### src/rtl/avsd_pkg.sv
package avsd_pkg;

  typedef enum logic [1:0] {
    MODE_NORMAL  = 2'b00,
    MODE_STARTUP = 2'b01,
    MODE_LOCKED  = 2'b10,
    MODE_RSVD    = 2'b11
  } op_mode_e;

  typedef enum logic {
    WK_HOST    = 1'b0,
    WK_RESTORE = 1'b1
  } wr_kind_e;

  // Both upper encodings freeze the stored setpoints.
  function automatic logic mode_locked(input op_mode_e m);
    return (m == MODE_LOCKED) || (m == MODE_RSVD);
  endfunction

endpackage

### src/rtl/avsd_write_guard.sv
module avsd_write_guard
  import avsd_pkg::*;
#(
  parameter int FIELD_W = 10
) (
  input  logic               wr_en,
  input  logic               wr_kind,
  input  logic [1:0]         op_mode,
  input  logic [FIELD_W-1:0] field,
  input  logic [FIELD_W-1:0] clamp_hi,
  input  logic [FIELD_W-1:0] clamp_lo,
  output logic               commit,
  output logic               set_other,
  output logic               set_invalid
);

  logic locked;
  logic out_of_range;
  logic is_host;

  always_comb begin
    locked       = mode_locked(op_mode_e'(op_mode));
    out_of_range = (field > clamp_hi) || (field < clamp_lo);
    is_host      = (wr_kind_e'(wr_kind) == WK_HOST);
    commit      = 1'b0;
    set_other   = 1'b0;
    set_invalid = 1'b0;
    if (wr_en) begin
      if (locked) begin
        // Mode gating first; restores are dropped silently.
        set_other = is_host;
      end else if (out_of_range) begin
        set_invalid = 1'b1;
      end else begin
        commit = 1'b1;
      end
    end
  end

  // at most one rejection cause is reported per write.
  always_comb begin
    a_r7_single_cause: assert (!(set_other && set_invalid));
  end

endmodule

### src/rtl/avsd_page_bank.sv
module avsd_page_bank #(
  parameter int          FIELD_W   = 10,
  parameter logic [15:0] RESET_VAL = 16'h01F4
) (
  input  logic               clk,
  input  logic               rst_n,
  input  logic               we,
  input  logic [FIELD_W-1:0] d,
  output logic [FIELD_W-1:0] q
);

  logic [FIELD_W-1:0] q_nxt;

  always_comb begin
    q_nxt = q;
    if (we) q_nxt = d;
  end

  always_ff @(posedge clk or negedge rst_n) begin
    if (!rst_n) q <= RESET_VAL[FIELD_W-1:0];
    else        q <= q_nxt;
  end

  // a load lands in the same edge that sees the enable.
  a_r3_load: assert property (@(posedge clk) disable iff (!rst_n)
    we |=> (q == $past(d)));

  // without an enable the page holds its value.
  a_r4_hold: assert property (@(posedge clk) disable iff (!rst_n)
    !we |=> $stable(q));

endmodule

### src/rtl/avsd_fault_flags.sv
module avsd_fault_flags (
  input  logic clk,
  input  logic rst_n,
  input  logic set_other,
  input  logic set_invalid,
  input  logic clr,
  output logic flag_other,
  output logic flag_invalid,
  output logic flag_cml,
  output logic alert
);

  logic oth_nxt, ivd_nxt, cml_nxt;

  always_comb begin
    oth_nxt = flag_other;
    ivd_nxt = flag_invalid;
    cml_nxt = flag_cml;
    if (clr) begin
      oth_nxt = 1'b0;
      ivd_nxt = 1'b0;
      cml_nxt = 1'b0;
    end
    // A new cause in the clearing cycle survives the clear.
    if (set_other)   oth_nxt = 1'b1;
    if (set_invalid) begin
      ivd_nxt = 1'b1;
      cml_nxt = 1'b1;
    end
  end

  always_ff @(posedge clk or negedge rst_n) begin
    if (!rst_n) begin
      flag_other   <= 1'b0;
      flag_invalid <= 1'b0;
      flag_cml     <= 1'b0;
    end else begin
      flag_other   <= oth_nxt;
      flag_invalid <= ivd_nxt;
      flag_cml     <= cml_nxt;
    end
  end

  assign alert = flag_other | flag_invalid | flag_cml;

  // a clear with no new cause leaves the alert low.
  a_r8_clear: assert property (@(posedge clk) disable iff (!rst_n)
    (clr && !set_other && !set_invalid) |=> !alert);

  // flags persist without a clear.
  a_r8_sticky: assert property (@(posedge clk) disable iff (!rst_n)
    (!clr && alert) |=> alert);

  // an invalid-data cause raises the summary flag too.
  a_r6_cml: assert property (@(posedge clk) disable iff (!rst_n)
    set_invalid |=> (flag_invalid && flag_cml));

endmodule

### src/rtl/avs_dflt_regbank.sv
module avs_dflt_regbank
  import avsd_pkg::*;
#(
  parameter int          NUM_PAGES = 2,
  parameter int          FIELD_W   = 10,
  parameter int          WORD_W    = 16,
  parameter logic [15:0] RESET_VAL = 16'h01F4,
  localparam int         PAGE_W    = (NUM_PAGES > 1) ? $clog2(NUM_PAGES) : 1,
  localparam int         PAD_W     = WORD_W - FIELD_W
) (
  input  logic                         clk,
  input  logic                         rst_n,
  input  logic                         wr_en,
  input  logic [PAGE_W-1:0]            wr_page,
  input  logic [WORD_W-1:0]            wr_data,
  input  logic                         wr_kind,
  input  logic [PAGE_W-1:0]            rd_page,
  output logic [WORD_W-1:0]            rd_data,
  input  logic [1:0]                   op_mode,
  input  logic [FIELD_W-1:0]           clamp_hi,
  input  logic [FIELD_W-1:0]           clamp_lo,
  input  logic                         clr_faults,
  output logic                         wr_ack,
  output logic                         flag_other,
  output logic                         flag_invalid,
  output logic                         flag_cml,
  output logic                         alert,
  output logic [NUM_PAGES*FIELD_W-1:0] setpt_all
);

  logic               commit;
  logic               set_other;
  logic               set_invalid;
  logic [FIELD_W-1:0] wr_field;
  logic               ack_nxt;

  assign wr_field = wr_data[FIELD_W-1:0];

  avsd_write_guard #(.FIELD_W(FIELD_W)) guard_i (
    .wr_en       (wr_en),
    .wr_kind     (wr_kind),
    .op_mode     (op_mode),
    .field       (wr_field),
    .clamp_hi    (clamp_hi),
    .clamp_lo    (clamp_lo),
    .commit      (commit),
    .set_other   (set_other),
    .set_invalid (set_invalid)
  );

  for (genvar p = 0; p < NUM_PAGES; p++) begin : g_page
    logic page_we;
    assign page_we = commit && (wr_page == PAGE_W'(p));
    avsd_page_bank #(.FIELD_W(FIELD_W), .RESET_VAL(RESET_VAL)) bank_i (
      .clk   (clk),
      .rst_n (rst_n),
      .we    (page_we),
      .d     (wr_field),
      .q     (setpt_all[p*FIELD_W +: FIELD_W])
    );
  end

  avsd_fault_flags flags_i (
    .clk          (clk),
    .rst_n        (rst_n),
    .set_other    (set_other),
    .set_invalid  (set_invalid),
    .clr          (clr_faults),
    .flag_other   (flag_other),
    .flag_invalid (flag_invalid),
    .flag_cml     (flag_cml),
    .alert        (alert)
  );

  always_comb begin
    rd_data = '0;
    for (int p = 0; p < NUM_PAGES; p++) begin
      if (rd_page == PAGE_W'(p))
        rd_data = {{PAD_W{1'b0}}, setpt_all[p*FIELD_W +: FIELD_W]};
    end
  end

  assign ack_nxt = wr_en;

  always_ff @(posedge clk or negedge rst_n) begin
    if (!rst_n) wr_ack <= 1'b0;
    else        wr_ack <= ack_nxt;
  end

  // a locked-mode write of any kind freezes all pages.
  a_r4_locked_freeze: assert property (@(posedge clk) disable iff (!rst_n)
    (wr_en && op_mode[1]) |=> $stable(setpt_all));

  // a locked-mode restore never raises the other flag.
  a_r5_restore_quiet: assert property (@(posedge clk) disable iff (!rst_n)
    (wr_en && wr_kind && op_mode[1] && !flag_other) |=> !flag_other);

  // out-of-clamp data is never stored.
  a_r6_no_store: assert property (@(posedge clk) disable iff (!rst_n)
    (wr_en && (wr_field > clamp_hi || wr_field < clamp_lo)) |=> $stable(setpt_all));

  // every strobe is acknowledged on the next cycle.
  a_r9_ack: assert property (@(posedge clk) disable iff (!rst_n)
    wr_en |=> wr_ack);

endmodule

### config.mk
export PLATFORM = sky130hd
export DESIGN_NAME = avs_dflt_regbank
export DESIGN_NICKNAME = d
export VERILOG_FILES = /design/src/rtl/avsd_pkg.sv /design/src/rtl/avsd_write_guard.sv /design/src/rtl/avsd_page_bank.sv /design/src/rtl/avsd_fault_flags.sv /design/src/rtl/avs_dflt_regbank.sv
export SDC_FILE = /design/constraint.sdc
export NUM_CORES = 1
export LEC_CHECK = 0
export BUFFER_PORTS_ARGS = -buffer_cell sky130_fd_sc_hd__buf_2
export CORE_MARGIN = 4
export CORE_UTILIZATION = 46
export DETAILED_ROUTE_END_ITERATION = 12
export HOLD_SLACK_MARGIN = 0.06
export MAX_ROUTING_LAYER = met4
export PLACE_DENSITY = 0.78
export SYNTH_ARGS = -nofsm -noshare
export SYNTH_HDL_FRONTEND = slang
export SYNTH_HIERARCHICAL = 1
export SYNTH_SLANG_ARGS = --single-unit
### constraint.sdc
create_clock -name clk -period 1 [get_ports clk]
set_input_delay 0.05 -clock clk [delete_from_list [all_inputs] [get_ports clk]]
set_output_delay 0.05 -clock clk [all_outputs]
set_load 0.01 [all_outputs]
==> run_results.csv, run 1 <==
group,metric,value,unit
run_status,outcome,"finished with violations",
run_status,violations,"setup timing",
synth,synth.distinct_cells,26,
synth,ys_seq_area_frac,0.351,
worst_setup_path,cp.buffers_inverters,3,
worst_setup_path,crit_type,"input pin to flip-flop",
placed_design,portBuffers,72,
sta,max_slew_margin,0.640,
clocking,cts.sinks,23,
grt,grt_pass1_wl,8.86,mm
worst_setup_path,cp_slowest_cell,"mux2_4",
final_layout,multi_input_area,1180,um2
clocking,htree_levels,1,
sta,finalWorstSetupSlack,-795,ps
flow_run,maxCapViolCount,0,
sta,fmax,557,MHz
power,p_per_area,1880,nW/um2
clocking,clk_pin_slew,100,ps
power,clkPwrFrac,0.106,
grt,grt_util_all_layers,0.269,
hold_path,min_path_type,"input pin to flip-flop",
final_layout,regArea,591,um2
sta,whs,70.9,ps
sta,setup_viol,44,
sta,drv_slew,0,
worst_setup_path,critPathMaxFanout,5,
synth,synthTopCellsByArea,"mux2_4, dfstp_2, dfrtp_1",
final_layout,finish.utilization,0.913,
final_layout,drive_gt1_frac,0.795,
grt,grt_max_degree,24,
synth,syn_avg_cell_area,11.9,um2
power,power_frac_seq,0.288,
routing,viasPerCell,5.73,
clocking,clockBufferDepth,2,
routing,drc,0,
routing,post_drt_wl_per_cell,25.6,um
worst_setup_path,r2r_slack,0,ps
die,start_util,0.488,
die,die_x,68.4,um
clocking,cts_root_buf,"clkbuf_8",
synth,yosys-top-cells-count,"mux2_4, inv_1, ha_1",
synth,async_flop_share,1.00,
worst_setup_path,slowest_delay,300,ps
placed_design,gp_congestion,0.853,
final_layout,fillers,122,
routing,vias,1743,
synth,yosys_warnings,6,
sta,min_period,1790,ps
synth,synth-edff-count,0,
worst_setup_path,cp_top_family,"compound AO/OA/AOI/OAI gates",
final_layout,final_net_count,323,
power,p_int,3.90,mW
die,die_y,68.4,um
clocking,clk_latency,270,ps
final_layout,area_growth,87.0,%
grt,grt_pass1_vias,1667,
routing,firstDrtPassIters,4,
die,pin_count,86,
worst_setup_path,crit_required,1160,ps
final_layout,antenna_cells,0,
die,fp.dieArea,4680,um2
synth,synth-seq-cells,23,
worst_setup_path,cp.arrival,1950,ps
worst_setup_path,path_cells,"buf_2 -> inv_2 -> ha_4 -> a41o_1 -> a21oi_2 -> o31a_1 -> o21ai_2 -> and3b_2 -> and2_4 -> buf_12 -> mux2_4",
power,p_sw,2.02,mW
sta,rsz0062_at_grt,"true",
routing,drt_wl_total,7.79,mm
power,ir_worst_vdd,0.000855,V
die,coreArea,3440,um2
power,p_comb_frac,0.606,
grt,overflow,0,
sta,fin_skew,0,ps
synth,synth.most_common_cell,"mux2_4",
worst_setup_path,critPathLaunchType,"input pin",
routing,ant_nets,0,
clocking,cts_tree,"yes",
synth,synth_flop_cell,"dfstp_2",
placed_design,dp_hpwl,3.59,mm
grt,grt_antenna_before_repair,0,
routing,drt_iter0_drc,147,
sta,period_share,1.79,
synth,syn_area,1680,um2
worst_setup_path,endpoint_kind,"flip-flop",
die,num_rows,21,
sta,hold_viol,0,
clocking,cts_buffers,3,
synth,yosys.area.top_type,"mux2_4",
synth,synthCells,141,
power,p_leak,1.53,nW
power,switching_share,0.341,
sta,worst_pin_slew,541,ps
synth,synth_top_cell_area_share,0.268,
==> repair_timing <==
item | CTS | global route
hold buffers | 3 | 1
gates cloned | 1 | 1
setup endpoints to repair | 40 | 55
endpoints found under the hold margin | 14 | 1
pin swaps | 3 | 4
resized for setup | 54 | 35
setup buffers | 25 | 7
==> stage by stage <==
step	total power [mW]	worst slack (ps)	area [um2]	TNS (ps)	instances
global route	6.15	-823	3140	-19130	304
finish	5.92	-795	3140	-18160	304
CTS	5.05	-630	2920	-13450	298
detailed placement	3.58	-993	2410	-19620	268
global placement	3.49	-909	2410	-17950	268
floorplan	2.77	-679	1950	-12720	146
==> worst reg2reg max path, stage by stage (launching register included) <==
cell,delay (ps)
dfstp_2,400
buf_4,140
buf_4,130
mux2_4,270
==> cells by family (layout without fill, tap and decap cells) <==
| group | count (synthesis) | count (layout) | synth area share |
|---|---|---|---|
| AO/OA/AOI/OAI | 21 | 21 | 0.0841 |
| adder cells (fa/ha/maj) | 19 | 19 | 0.141 |
| buffers and inverters | 30 | 142 | 0.0961 |
| flip-flops | 23 | 23 | 0.351 |
| multiplexers | 30 | 30 | 0.268 |
| other | 1 | 6 | 0.00223 |
| AND/OR/NAND/NOR | 17 | 17 | 0.0566 |
==> sequential cells by signal (all words and copies together) (netlist names) <==
signal	count
wr_ack	1
flags_i/flag_cml	1
g_page.bank_i/q	20
flags_i/flag_other	1
==> per-layer routing <==
metal / GRT usage / share of wire
met1: 0.303 / 0.38
met2: 0.501 / 0.49
met3: 0.0230 / 0.087
met4: 0.0794 / 0.048
met5: - / 0
==> power groups by stage <==
stage	clock network [mW]	logic [mW]	registers [mW]
3_5_place_dp	0	1.94	1.63
3_3_place_gp	0	1.88	1.60
6_report	0.627	3.59	1.70
2_1_floorplan	0	1.04	1.73
5_1_grt	0.665	3.76	1.73
4_1_cts	0.586	2.89	1.57
==> cell type report <==
| class | instances | share of cell area |
|---|---|---|
| Multi-Input combinational cell | 93 | 0.377 |
| Timing Repair Buffer | 118 | 0.368 |
| Sequential cell | 23 | 0.188 |
| Inverter | 20 | 0.0342 |
| Tap cell | 46 | 0.0183 |
| Clock buffer | 3 | 0.0131 |
| Clock inverter | 1 | 0.00159 |
==> worst paths after layout <==
path                                       startpoint  cells past startpoint               endpoint
worst max register to register  g_page[1].bank_i/q[8]                      3  g_page[1].bank_i/q[8]
min in group asynchronous                       rst_n                      2  g_page[0].bank_i/q[0]
worst max-delay path                      clamp_lo[7]                     11  g_page[1].bank_i/q[3]
worst min-delay path                       wr_data[5]                      2  g_page[1].bank_i/q[5]
worst min register to register  g_page[0].bank_i/q[2]                      1  g_page[0].bank_i/q[2]
max in group asynchronous                       rst_n                      2  g_page[1].bank_i/q[4]
==> cell usage in the layout, fill, tap and decap left out, drive strengths merged, types with 6 or more instances in the layout <==
cell type / instances
dfstp: 12
mux2: 30
inv: 20
ha: 19
buf: 113
conb: 6
a21oi: 9
dfrtp: 11
(Power assumes the default switching activity.)
==> run 2, diff against run 1 <==
--- a/config.mk
+++ b/config.mk
@@ -5,13 +5,15 @@
 export SDC_FILE = /design/constraint.sdc
 export NUM_CORES = 1
 export LEC_CHECK = 0
+export ABC_AREA = 1
 export BUFFER_PORTS_ARGS = -buffer_cell sky130_fd_sc_hd__buf_2
 export CORE_MARGIN = 4
-export CORE_UTILIZATION = 46
+export CORE_UTILIZATION = 45
 export DETAILED_ROUTE_END_ITERATION = 12
+export GPL_ROUTABILITY_DRIVEN = 0
 export HOLD_SLACK_MARGIN = 0.06
 export MAX_ROUTING_LAYER = met4
-export PLACE_DENSITY = 0.78
+export PLACE_DENSITY = 0.77
 export SYNTH_ARGS = -nofsm -noshare
 export SYNTH_HDL_FRONTEND = slang
 export SYNTH_HIERARCHICAL = 1
==> run_results.csv, run 2 <==
group,metric,value,unit
worst_setup_path,crit_type,"input pin to flip-flop",
synth,yosys-top-cells-count,"nand2_1, inv_1, ha_1",
power,p_leak,1.55,nW
worst_setup_path,path_cells,"buf_6 -> inv_4 -> ha_4 -> a21o_1 -> nor2_2 -> nand3_1 -> nand2_2 -> nand2_2 -> nor2_4 -> inv_2 -> nor2_4 -> buf_6 -> nand2_1 -> nand2_1",
synth,synthCells,235,
clocking,clk_latency,250,ps
sta,fin_skew,0,ps
final_layout,top_register,"g_page.bank_i/q",
synth,yosys.area.top_type,"nand2_1",
routing,post_drt_wl_per_cell,12.2,um
synth,async_flop_share,1.00,
die,pin_count,86,
placed_design,dpl_cell_area,2300,um2
synth,synth.distinct_cells,19,
placed_design,place_ws,-672,ps
die,coreArea,3440,um2
sta,rsz0062_at_grt,"true",
synth,synth_flop_cell,"dfstp_2",
routing,ant_nets,0,
final_layout,final_cell_mix,"nand2_1, buf_2, buf_4",
placed_design,dp_hpwl,3.32,mm
power,p_per_area,1510,nW/um2
final_layout,antenna_cells,0,
sta,finalWorstSetupSlack,-291,ps
final_layout,fin_area,2750,um2
grt,overflow,0,
die,die_x,68.4,um
sta,min_period,1290,ps
worst_setup_path,cp_top_family,"simple AND/OR/NAND/NOR gates",
routing,viasPerCell,4.75,
worst_setup_path,r2r_slack,100,ps
routing,drc,0,
clocking,cts.sinks,23,
clocking,cts_tree,"yes",
worst_setup_path,cp_slowest_cell,"ha_4",
flow_run,maxCapViolCount,0,
worst_setup_path,crit_end,"g_page[0].bank_i/q[1]",
routing,firstDrtPassIters,4,
routing,vias,1837,
worst_setup_path,cp.depth,14,
synth,synthTopCellsByArea,"nand2_1, dfstp_2, dfrtp_1",
die,num_rows,21,
grt,grt_max_degree,24,
grt,grt_util_all_layers,0.190,
worst_setup_path,r2r-start,"g_page[0].bank_i/q[5]",
die,fp.dieArea,4680,um2
synth,ys_seq_area_frac,0.359,
synth,syn_avg_cell_area,7.00,um2
hold_path,min_path_type,"input pin to flip-flop",
final_layout,largest_reg_flops,20,
worst_setup_path,critPathLaunchType,"input pin",
clocking,clk_pin_slew,80,ps
final_layout,final_common_cell,"nand2_1",
die,start_util,0.478,
grt,grt_pass1_vias,1579,
worst_setup_path,cp.arrival,1490,ps
synth,yosys_warnings,6,
worst_setup_path,slowest_delay,200,ps
worst_setup_path,reg2reg_to,"g_page[0].bank_i/q[5]",
grt,grt_pass1_wl,6.67,mm
routing,drt_iter0_drc,177,
worst_setup_path,critPathMaxFanout,8,
clocking,htree_levels,1,
run_status,outcome,"finished with violations",
synth,syn_area,1640,um2
placed_design,portBuffers,72,
sta,fmax,774,MHz
synth,synth.most_common_cell,"nand2_1",
worst_setup_path,cp.buffers_inverters,4,
clocking,clockBufferDepth,2,
run_status,violations,"setup timing",
routing,drt_wl_total,4.73,mm
sta,period_share,1.29,
power,report.power.total,4.15,mW
synth,synth-edff-count,0,
die,die_y,68.4,um
sta,drv_slew,0,
grt,grt_antenna_before_repair,0,
power,ir_worst_vdd,0.000704,V
worst_setup_path,rr_worst_depth,4,
worst_setup_path,crit_required,1200,ps
sta,hold_viol,0,
final_layout,final_net_count,406,
worst_setup_path,endpoint_kind,"flip-flop",
clocking,cts_buffers,3,
synth,synth_top_cell_area_share,0.276,
clocking,cts_root_buf,"clkbuf_8",
final_layout,area_growth,67.1,%
synth,synth-seq-cells,23,
final_layout,finish.utilization,0.798,
worst_setup_path,startpoint,"clamp_hi[9]",
final_layout,drive_gt1_frac,0.504,
sta,setup_viol,28,
## run 2: cell types whose count changed after synthesis, moves of 2 or more
cell	delta
nand4_1	-3
nand2b_1	-2
a21oi_1	-5
nor2_1	+5
a41o_1	-2
a21o_2	-2
mux2_4	-30
nand2_2	+2
o21ai_1	-2
nand2_1	+119
inv_1	+13
nand3_1	+3
nor2b_1	-2
inv_2	+3
## run 2: power breakdown
part	switching [mW]	internal (mW)
clock network	0.272	0.283
registers	0.240	1.32
logic	0.945	1.09
total	1.46	2.69
## run 2: final cells by class
class	instances	area [um2]
multi-input cells	171	1100
flip-flops and latches	23	591
repair buffers	107	791
fillers	244	694
well taps	46	57.6
inverters	36	160
clock buffers	4	45.0
## run 2: worst reg2reg max path, delay by kind of cell (launching register included)
family        cells  cell delay, ps
simple gates      2             100
flops             1             540
buf+inv           2             200
## run 2: through the flow
step	TNS, ps	cells	hold slack [ps]
after floorplan	-5310	240	-246
after global placement	-11950	363	38.2
after detailed placement	-12420	363	35.7
after CTS	-5500	380	106
after global routing	-7690	387	110
final	-5480	387	109
## run 2: how the worst min path moves through the flow
stage / slack, ps / startpoint / end / cells after the start
CTS: 110 / op_mode[1] / flags_i/flag_other / 5
floorplan: -250 / rst_n / flags_i/flag_cml / 0
detailed placement: 40 / rst_n / flags_i/flag_other / 1
finish: 110 / wr_data[9] / g_page[0].bank_i/q[9] / 4
global route: 110 / wr_data[5] / g_page[0].bank_i/q[5] / 4
global placement: 40 / rst_n / flags_i/flag_other / 1
## run 2: layer usage
layer  up-vias  wire length, um  global-route usage
met3        12              313              0.0213
met1       847             1810               0.217
met4         0               74              0.0596
li1        902                -                   -
met5         -                0                   -
met2        76             2530               0.344
## run 2: logic make-up after synthesis
kind of cell | Yosys count | share of synthesized area
AOI/OAI and AO/OA | 7 | 0.0266
DFF | 23 | 0.359
adders and majority gates | 19 | 0.145
other | 1 | 0.00228
buffers and inverters | 46 | 0.135
and+or+nand+nor | 139 | 0.333
## run 2: timing repair
action,4_1_cts,5_1_grt
endpoints found under the setup margin,28,43
endpoints found under the hold margin,17,0
hold buffers,6,0
buffers inserted,7,7
gates resized for setup,19,40
pin swaps,19,10
==> run 3, diff against run 2 <==
==> constraint.sdc (replaced) <==
create_clock -name clk -period 1.3 [get_ports clk]
set_input_delay 0.065 -clock clk [delete_from_list [all_inputs] [get_ports clk]]
set_output_delay 0.065 -clock clk [all_outputs]
set_load 0.01 [all_outputs]
==> run_results.csv, run 3 (synthesis results as in run 2) <==
group,metric,value,unit
flow_run,maxCapViolCount,0,
clocking,htree_levels,1,
worst_setup_path,critPathMaxFanout,5,
sta,drv_slew,0,
worst_setup_path,r2r-start,"g_page[0].bank_i/q[5]",
sta,period_share,1.07,
grt,grt_util_all_layers,0.189,
worst_setup_path,rr_worst_depth,2,
worst_setup_path,endpoint_kind,"flip-flop",
hold_path,hold_path_end,"g_page[0].bank_i/q[8]",
routing,vias,1723,
sta,rsz0062_at_grt,"true",
power,p_sw,1.03,mW
final_layout,largest_reg_flops,20,
placed_design,dp.cells,362,
power,p_leak,1.46,nW
routing,ant_nets,0,
power,switching_share,0.366,
final_layout,final_cells,375,
sta,finalWorstSetupSlack,-88.4,ps
hold_path,worstHoldStart,"wr_data[8]",
power,p_int,1.79,mW
sta,fmax,720,MHz
final_layout,final_cell_mix,"nand2_1, buf_2, inv_1",
die,num_rows,21,
power,report.power.total,2.82,mW
routing,drt_iter0_drc,106,
final_layout,fillers,280,
clocking,cts_buffers,3,
placed_design,portBuffers,72,
clocking,clockBufferDepth,2,
die,fp.dieArea,4680,um2
die,pin_count,86,
power,p_comb_frac,0.432,
final_layout,final_common_cell,"nand2_1",
die,die_x,68.4,um
routing,post_drt_wl_per_cell,11.8,um
clocking,clk_pin_slew,80,ps
power,clkPwrFrac,0.149,
power,ir_worst_vdd,0.000555,V
die,start_util,0.478,
worst_setup_path,crit_type,"input pin to flip-flop",
grt,grt_pass1_wl,6.60,mm
power,p_per_area,1100,nW/um2
worst_setup_path,startpoint,"wr_data[4]",
sta,hold_viol,0,
worst_setup_path,reg2reg_to,"g_page[0].bank_i/q[5]",
placed_design,dp_hpwl,3.33,mm
final_layout,top_register,"g_page.bank_i/q",
routing,firstDrtPassIters,4,
hold_path,min_path_type,"input pin to flip-flop",
die,coreArea,3440,um2
hold_path,hold-path-cell-count,4,
die,die_y,68.4,um
sta,fin_skew,0,ps
grt,grt_max_degree,24,
grt,grt_antenna_before_repair,0,
routing,viasPerCell,4.59,
final_layout,area_growth,56.1,%
clocking,cts.sinks,23,
routing,drc,0,
clocking,clk_latency,250,ps
worst_setup_path,cp.arrival,1580,ps
run_status,outcome,"finished with violations",
final_layout,antenna_cells,0,
routing,drt_wl_total,4.43,mm
sta,setup_viol,9,
worst_setup_path,crit_required,1490,ps
final_layout,drive_gt1_frac,0.486,
worst_setup_path,r2r_slack,530,ps
sta,min_period,1390,ps
final_layout,final_net_count,394,
worst_setup_path,critPathLaunchType,"input pin",
run_status,violations,"setup timing",
clocking,cts_root_buf,"clkbuf_8",
grt,grt_pass1_vias,1559,
grt,overflow,0,
power,power_frac_seq,0.419,
clocking,cts_tree,"yes",
run 3: changes by cell type in the layout (fill, tap and decap cells not counted):
cell / change
dlygate4sd3_1: -1
nand2_4: -1
a21oi_1: +1
buf_8: -1
nor2_4: -2
buf_4: -14
clkinv_4: +1
buf_6: -9
nand2_2: +2
buf_2: +12
nor2_1: +1
a21oi_2: -1
nand2_1: -1
nor2_2: +1
run 3: stage by stage:
step	util	hold slack, ps	setup TNS (ps)	area (um2)	setup WS, ps
floorplan	-	-231	-213	1830	-32.3
global placement	0.661	54.2	-6180	2280	-346
detailed placement	0.661	51.5	-6590	2280	-364
CTS	0.713	120	-46.4	2450	-11.8
global route	0.746	143	-1470	2570	-175
finish	0.746	129	-509	2570	-88.4
run 3: metal layers:
metal	vias to the layer above	wire [um]	track usage	part of all wire
li1	883	-	-	-
met1	770	1780	0.223	0.40
met2	64	2330	0.342	0.53
met3	6	253	0.0164	0.057
met4	0	61	0.0521	0.014
met5	-	0	-	0
run 3: power groups by stage:
stage | registers, mW | clock network [mW] | logic, mW
after detailed placement | 1.18 | 0 | 1.14
after global routing | 1.21 | 0.457 | 1.37
after CTS | 1.17 | 0.425 | 1.18
after global placement | 1.18 | 0 | 1.10
final | 1.18 | 0.420 | 1.22
after floorplan | 1.27 | 0 | 0.531
run 3: layout make-up:
class,count,area [um2],area share
Multi-Input combinational cell,171,1080,0.423
Inverter,36,163,0.0634
Timing Repair inverter,1,6.26,0.00244
Clock buffer,4,45.0,0.0176
Timing Repair Buffer,94,619,0.241
Tap cell,46,57.6,0.0224
Sequential cell,23,591,0.230
run 3: worst max path at each step:
stage                            end  slack, ps
2_1_floorplan  g_page[0].bank_i/q[0]        -30
3_3_place_gp   g_page[0].bank_i/q[9]       -350
3_5_place_dp   g_page[0].bank_i/q[3]       -360
4_1_cts        g_page[0].bank_i/q[3]        -10
5_1_grt        g_page[0].bank_i/q[5]       -170
6_report       g_page[0].bank_i/q[5]        -90
run 3: timing repair:
action,4_1_cts,5_1_grt
setup buffers,1,1
hold endpoints to repair,16,0
setup endpoints to repair,20,20
pin swaps,4,25
gates cloned,1,1
hold buffers,5,0
resized for setup,20,27
run 3: critical path, cell delays in order:
cell	delay [ps]
buf_4	130
ha_4	270
nand2_4	50
nor2_2	130
nand4_1	100
nand2_2	100
nand2_2	60
nor2_4	80
inv_2	50
nor2_4	200
buf_4	160
inv_4	40
nand2_1	80
nand2_2	50
